$ cat config.mk
export PLATFORM = sky130hd
export DESIGN_NAME = dp_link_select
export DESIGN_NICKNAME = d
export VERILOG_FILES = /design/src/rtl/dpls_pkg.sv /design/src/rtl/dpls_bw_rom.sv /design/src/rtl/dpls_lane_cap.sv /design/src/rtl/dpls_fit_eval.sv /design/src/rtl/dp_link_select.sv
export SDC_FILE = /design/constraint.sdc
export NUM_CORES = 1
export LEC_CHECK = 0
export ABC_AREA = 1
export BUFFER_PORTS_ARGS = -buffer_cell sky130_fd_sc_hd__buf_2
export CAP_MARGIN = 30
export CORE_UTILIZATION = 30
export CTS_BUF_LIST = sky130_fd_sc_hd__clkbuf_16
export CTS_CLUSTER_DIAMETER = 200
export CTS_CLUSTER_SIZE = 10
export DETAILED_ROUTE_END_ITERATION = 7
export GPL_TIMING_DRIVEN = 0
export PLACE_DENSITY = 0.5
export SETUP_SLACK_MARGIN = 0.15
export SLEW_MARGIN = 40
export SYNTH_ARGS = -nofsm -noshare
export SYNTH_HDL_FRONTEND = slang
export SYNTH_HIERARCHICAL = 1
export SYNTH_SLANG_ARGS = --single-unit
$ cat constraint.sdc
create_clock -name clk -period 2.4 [get_ports clk]
set_input_delay 0.24 -clock clk [delete_from_list [all_inputs] [get_ports clk]]
set_output_delay 0.24 -clock clk [all_outputs]
set_load 0.02 [all_outputs]
$ cat src/rtl/dpls_pkg.sv
package dpls_pkg;

    typedef enum logic [0:0] {
        ST_IDLE = 1'b0,
        ST_SCAN = 1'b1
    } sel_state_e;

    typedef enum logic [1:0] {
        STEP_NEXT = 2'd0,
        STEP_HIT  = 2'd1,
        STEP_MISS = 2'd2
    } step_e;

    // Bandwidth of table index idx: lane group doubles every two entries,
    // odd entries use the high-rate per-lane figure.
    function automatic int unsigned entry_bw(input int unsigned idx,
                                             input int unsigned base_lo,
                                             input int unsigned base_hi);
        int unsigned per_lane;
        per_lane = (idx % 2 == 1) ? base_hi : base_lo;
        return (32'd1 << (idx >> 1)) * per_lane;
    endfunction

endpackage

$ cat src/rtl/dpls_bw_rom.sv
module dpls_bw_rom #(
    parameter int unsigned N_ENTRY = 6,
    parameter int unsigned CLK_W   = 20,
    parameter int unsigned IDX_W   = 3,
    parameter int unsigned BASE_LO = 54000,
    parameter int unsigned BASE_HI = 90000
) (
    input  logic [IDX_W-1:0] idx_i,
    output logic [CLK_W-1:0] bw_o
);
    import dpls_pkg::*;

    logic [CLK_W-1:0] tbl [N_ENTRY];

    for (genvar g = 0; g < N_ENTRY; g++) begin : g_entry
        assign tbl[g] = CLK_W'(entry_bw(g, BASE_LO, BASE_HI));
    end

    always_comb begin
        bw_o = '0;
        for (int i = 0; i < N_ENTRY; i++) begin
            if (idx_i == IDX_W'(i)) bw_o = tbl[i];
        end
    end
endmodule

$ cat src/rtl/dpls_lane_cap.sv
module dpls_lane_cap #(
    parameter int unsigned N_ENTRY   = 6,
    parameter int unsigned IDX_W     = 3,
    parameter logic [7:0]  LANE_MASK = 8'h1F
) (
    input  logic [7:0]       lane_byte_i,
    output logic [IDX_W-1:0] last_idx_o
);
    logic [7:0] lanes_m;
    assign lanes_m = lane_byte_i & LANE_MASK;

    always_comb begin
        unique case (lanes_m)
            8'd1:    last_idx_o = IDX_W'(1);
            8'd2:    last_idx_o = IDX_W'(3);
            default: last_idx_o = IDX_W'(N_ENTRY - 1);
        endcase
    end
endmodule

$ cat src/rtl/dpls_fit_eval.sv
module dpls_fit_eval #(
    parameter int unsigned N_ENTRY = 6,
    parameter int unsigned CLK_W   = 20,
    parameter int unsigned IDX_W   = 3
) (
    input  logic [IDX_W-1:0] idx_i,
    input  logic [IDX_W-1:0] last_idx_i,
    input  logic             lo_only_i,
    input  logic [CLK_W-1:0] bw_i,
    input  logic [CLK_W-1:0] mode_khz_i,
    output dpls_pkg::step_e  step_o
);
    import dpls_pkg::*;

    localparam logic [IDX_W-1:0] TOP_IDX = IDX_W'(N_ENTRY - 1);

    logic at_top;
    assign at_top = (idx_i == TOP_IDX);

    always_comb begin
        if (idx_i > last_idx_i) begin
            step_o = STEP_MISS;
        end else if (lo_only_i && idx_i[0]) begin
            step_o = at_top ? STEP_MISS : STEP_NEXT;
        end else if (bw_i > mode_khz_i) begin
            step_o = STEP_HIT;
        end else begin
            step_o = at_top ? STEP_MISS : STEP_NEXT;
        end
    end
endmodule

$ cat src/rtl/dp_link_select.sv
module dp_link_select #(
    parameter int unsigned N_ENTRY      = 6,
    parameter int unsigned CLK_W        = 20,
    parameter int unsigned BASE_LO_KHZ  = 54000,
    parameter int unsigned BASE_HI_KHZ  = 90000,
    parameter int unsigned LINK_LO_KHZ  = 162000,
    parameter int unsigned LINK_HI_KHZ  = 270000,
    parameter logic [7:0]  HI_RATE_CODE = 8'h0A,
    parameter logic [7:0]  LANE_MASK    = 8'h1F
) (
    input  logic                                clk,
    input  logic                                rst_n,
    input  logic                                start_i,
    input  logic [CLK_W-1:0]                    mode_khz_i,
    input  logic [7:0]                          max_rate_i,
    input  logic [7:0]                          lane_cap_i,
    output logic [((N_ENTRY-1)>>1):0]           lanes_o,
    output logic [CLK_W-1:0]                    link_khz_o,
    output logic                                mode_ok_o,
    output logic                                done_o
);
    import dpls_pkg::*;

    localparam int unsigned IDX_W  = (N_ENTRY > 1) ? $clog2(N_ENTRY) : 1;
    localparam int unsigned LANE_W = ((N_ENTRY - 1) >> 1) + 1;

    sel_state_e        state_q;
    logic [IDX_W-1:0]  idx_q;
    logic [CLK_W-1:0]  mode_q;
    logic              lo_q;
    logic [7:0]        lane_q;

    logic [CLK_W-1:0]  bw;
    logic [IDX_W-1:0]  last_idx;
    step_e             step;

    dpls_bw_rom #(
        .N_ENTRY(N_ENTRY), .CLK_W(CLK_W), .IDX_W(IDX_W),
        .BASE_LO(BASE_LO_KHZ), .BASE_HI(BASE_HI_KHZ)
    ) u_rom (
        .idx_i(idx_q),
        .bw_o (bw)
    );

    dpls_lane_cap #(
        .N_ENTRY(N_ENTRY), .IDX_W(IDX_W), .LANE_MASK(LANE_MASK)
    ) u_cap (
        .lane_byte_i(lane_q),
        .last_idx_o (last_idx)
    );

    dpls_fit_eval #(
        .N_ENTRY(N_ENTRY), .CLK_W(CLK_W), .IDX_W(IDX_W)
    ) u_eval (
        .idx_i     (idx_q),
        .last_idx_i(last_idx),
        .lo_only_i (lo_q),
        .bw_i      (bw),
        .mode_khz_i(mode_q),
        .step_o    (step)
    );

    // State register and request latch
    always_ff @(posedge clk) begin
        if (!rst_n) begin
            state_q <= ST_IDLE;
            idx_q   <= '0;
            mode_q  <= '0;
            lo_q    <= 1'b1;
            lane_q  <= '0;
        end else begin
            unique case (state_q)
                ST_IDLE: begin
                    if (start_i) begin
                        mode_q  <= mode_khz_i;
                        lo_q    <= (max_rate_i != HI_RATE_CODE);
                        lane_q  <= lane_cap_i;
                        idx_q   <= '0;
                        state_q <= ST_SCAN;
                    end
                end
                ST_SCAN: begin
                    if (step == STEP_NEXT) begin
                        idx_q <= idx_q + 1'b1;
                    end else begin
                        state_q <= ST_IDLE;
                    end
                end
                default: state_q <= ST_IDLE;
            endcase
        end
    end

    // Result registers
    always_ff @(posedge clk) begin
        if (!rst_n) begin
            lanes_o    <= '0;
            link_khz_o <= '0;
            mode_ok_o  <= 1'b0;
            done_o     <= 1'b0;
        end else begin
            done_o <= 1'b0;
            if (state_q == ST_SCAN) begin
                if (step == STEP_HIT) begin
                    lanes_o    <= LANE_W'(1) << (idx_q >> 1);
                    link_khz_o <= (lo_q || !idx_q[0]) ? CLK_W'(LINK_LO_KHZ)
                                                      : CLK_W'(LINK_HI_KHZ);
                    mode_ok_o  <= 1'b1;
                    done_o     <= 1'b1;
                end else if (step == STEP_MISS) begin
                    lanes_o    <= '0;
                    link_khz_o <= '0;
                    mode_ok_o  <= 1'b0;
                    done_o     <= 1'b1;
                end
            end
        end
    end


    done_single_chk: assert property (@(posedge clk) disable iff (!rst_n)
        done_o |=> !done_o);


    hold_out_chk: assert property (@(posedge clk) disable iff (!rst_n)
        !done_o |-> ($stable(lanes_o) && $stable(link_khz_o) && $stable(mode_ok_o)));


    miss_zero_chk: assert property (@(posedge clk) disable iff (!rst_n)
        (done_o && !mode_ok_o) |-> (lanes_o == '0 && link_khz_o == '0));


    lanes_legal_chk: assert property (@(posedge clk) disable iff (!rst_n)
        (done_o && mode_ok_o) |-> ($countones(lanes_o) == 1));


    lo_rate_chk: assert property (@(posedge clk) disable iff (!rst_n)
        (done_o && mode_ok_o && lo_q) |-> (link_khz_o == CLK_W'(LINK_LO_KHZ)));


    one_lane_cap_chk: assert property (@(posedge clk) disable iff (!rst_n)
        (done_o && mode_ok_o && ((lane_q & LANE_MASK) == 8'd1)) |-> (lanes_o == LANE_W'(1)));


    busy_latch_chk: assert property (@(posedge clk) disable iff (!rst_n)
        (state_q == ST_SCAN) |=> ($stable(mode_q) && $stable(lane_q) && $stable(lo_q)));

endmodule

==> summary.md <==
| Metric | Value |
|---|---|
| Worst min path class | `input pin to register` |
| Reg2reg end | `lanes_o[1]$_SDFFE_PN0P_` |
| Die Span Y | `93.4 microns` |
| RSZ-0062 raised after global routing | `true` |
| Placeable Area | `0.00789 sq mm` |
| Vias | `2370` |
| Worst reg2reg startpoint | `idx_q[1]$_SDFFE_PN0P_` |
| Layout cell share with drive strength beyond 1 | `33.9%` |
| HPWL after DPL | `4260 microns` |
| Total power | `1.89 mW` |
| Pleak | `1.73 nW` |
| Status | `finished with violations` |
| Via density | `4.19` |
| Vias in the first global route | `2179` |
| Mean Syn Cell Area | `6.55 sq um` |
| TritonCTS clock tree | `built` |
| FMAX | `387 MHz` |
| Initial antenna violation count | `0` |
| Reg2Reg Depth | `20` |
| CP Capture Point | `lanes_o[1]$_SDFFE_PN0P_` |
| Slew Viols, Final | `0` |
| Worst setup margin | `-0.185 ns` |
| Hold WS | `0.206 ns` |
| Worst Setup SP | `idx_q[1]$_SDFFE_PN0P_` |
| Post-route DRC | `0` |
| Die X | `93.4 microns` |
| Reg2reg setup slack | `-0.19 ns` |
| Critical Path End Type | `register` |
| Root Buffer | `clkbuf_16` |
| Part of the cycle the worst path needs | `108%` |
| Synth Warn # | `6` |
| Worst skew pair latency | `0.28 ns` |
| FP Rows | `32` |
| Clk_skew | `0.00531 ns` |
| Cells after Synth | `383` |
| Post-route ant nets | `0` |
| Router iterations before antenna repair | `4` |
| Avg WL per Cell | `10.1 microns` |
| Die area | `0.00873 sq mm` |
| Routed Wire Length | `5730 microns` |
| Startpoint Class | `register` |
| Clock Tree Buf Depth | `2` |
| CTS Buf Count | `5` |
| Clk slew on worst S/H paths | `0.06 ns` |
| Fill cells | `847` |
| Peak supply drop | `0.297 mV` |
| Input/output buffers | `52` |
| Failing checks | `setup timing` |
| Syn-to-layout area delta | `34.5%` |
| Final antenna diode count | `0` |
| Final setup fails | `9` |
| WP data required | `2.56 ns` |
| CP Max Fanout | `8` |
| Max cap viols | `0` |
| Critical path class | `register to register` |
| Sink Count | `37` |
| Synthesized cell area | `0.00251 sq mm` |
| Total Nets Final | `527` |
| Violation count after the first detailed-route iteration | `55` |
| Critical Path AT | `2.75 ns` |
| Starting Density | `31.8%` |
| Largest net degree at the start of global routing | `14` |
| Routability Congestion | `0.764` |
| Period minus WS final | `2.59 ns` |
| Top Ports | `64` |
| Final Hold Fails | `0` |
| First-pass GRT wire length | `9520 microns` |
| Pwr/cell area | `560 mW/mm^2` |
| H-tree depth | `2` |
| Global Route Usage Sum | `14.1%` |
| Gr ovfl total | `0` |
routing by layer:
metal	part of all wire, %	vias to the layer above	GRT usage (%)
met3	2.4	7	2.76
met1	46	1042	16.6
met2	51	35	25.4
li1	-	1286	-
met4	1.2	0	4.49
met5	0	-	0
flip-flops by register name, indices dropped and copies added, names as in the netlist:
| register | cells |
|---|---|
| state_q | 1 |
| done_o | 1 |
| idx_q | 3 |
| mode_q | 20 |
| link_khz_o | 3 |
| lanes_o | 3 |
| lane_q | 5 |
| lo_q | 1 |
timing repair:
| action | CTS | global route |
|---|---|---|
| setup buffers | 6 | 2 |
| pin swaps | 11 | 18 |
| cloned | 1 | 0 |
| setup endpoints to repair | 11 | 11 |
| resized for setup | 13 | 28 |
| hold buffers | 0 | 0 |
cell type report:
cell class	instances	area (sq um)	area share (%)
sequential	37	752	22.3
clock inverter	3	21.3	0.630
multi-input combinational	260	1510	44.6
tap	102	128	3.78
timing repair buffer	61	329	9.75
buffer	37	270	8.01
clock buffer	5	125	3.71
inverter	60	243	7.19
placed cells by master (no fill, tap or decap), types with 2 or more instances in the layout:
master	count
nor2_1	76
clkbuf_16	5
nand2_4	4
inv_2	5
clkbuf_1	2
nand3_2	4
buf_2	59
o21ai_0	28
conb_1	14
a21oi_1	13
a21oi_2	2
dfxtp_1	34
inv_1	52
ha_1	23
ha_4	3
nor2_4	3
o21ai_2	2
dfxtp_4	3
nand2_1	58
o21ai_1	2
buf_6	3
inv_6	2
buf_4	33
nand2_2	10
nor2_2	10
worst max-delay path: stages (launching register included):
cell	delay (ns)
dfxtp_4	0.36
buf_8	0.14
clkinv_8	0.07
nand3_2	0.06
nand3_2	0.07
ha_1	0.27
nand2_1	0.06
nor2_2	0.16
nand2_2	0.10
nor2_4	0.13
nand2_2	0.07
nand2_2	0.09
nor2_4	0.05
a21oi_2	0.14
inv_2	0.06
ha_4	0.29
nand2_4	0.07
inv_6	0.09
nor2_2	0.04
nor2_1	0.09
nor2_1	0.04
worst min path at each step:
stage	from	to	cells past startpoint
after detailed placement	lane_q[2]$_SDFFE_PN0P_	lane_q[2]$_SDFFE_PN0P_	2
after global routing	lane_cap_i[4]	lane_q[4]$_SDFFE_PN0P_	3
after floorplan	mode_khz_i[14]	mode_q[14]$_SDFFE_PN0P_	2
after CTS	lane_cap_i[2]	lane_q[2]$_SDFFE_PN0P_	3
after global placement	mode_q[8]$_SDFFE_PN0P_	mode_q[8]$_SDFFE_PN0P_	2
final	lane_cap_i[2]	lane_q[2]$_SDFFE_PN0P_	3
per-stage QoR:
step	setup WS [ns]	area (sq um)	instances	utilization (%)	setup TNS, ns
floorplan	0.130	2630	394	-	0
global placement	-0.199	3010	548	38.2	-1.47
detailed placement	-0.227	3010	548	38.2	-1.65
CTS	-0.135	3260	563	41.3	-0.709
global route	-0.369	3370	565	42.8	-2.88
finish	-0.185	3370	565	42.8	-1.20
power by group:
group          switching (mW)  leakage, nW  internal, mW
clock                   0.268       0.0702         0.386
combinational           0.305         1.35         0.238
sequential             0.0313        0.307         0.662
total                   0.604         1.73          1.29
Note: power is estimated with default switching activity, not from simulation.
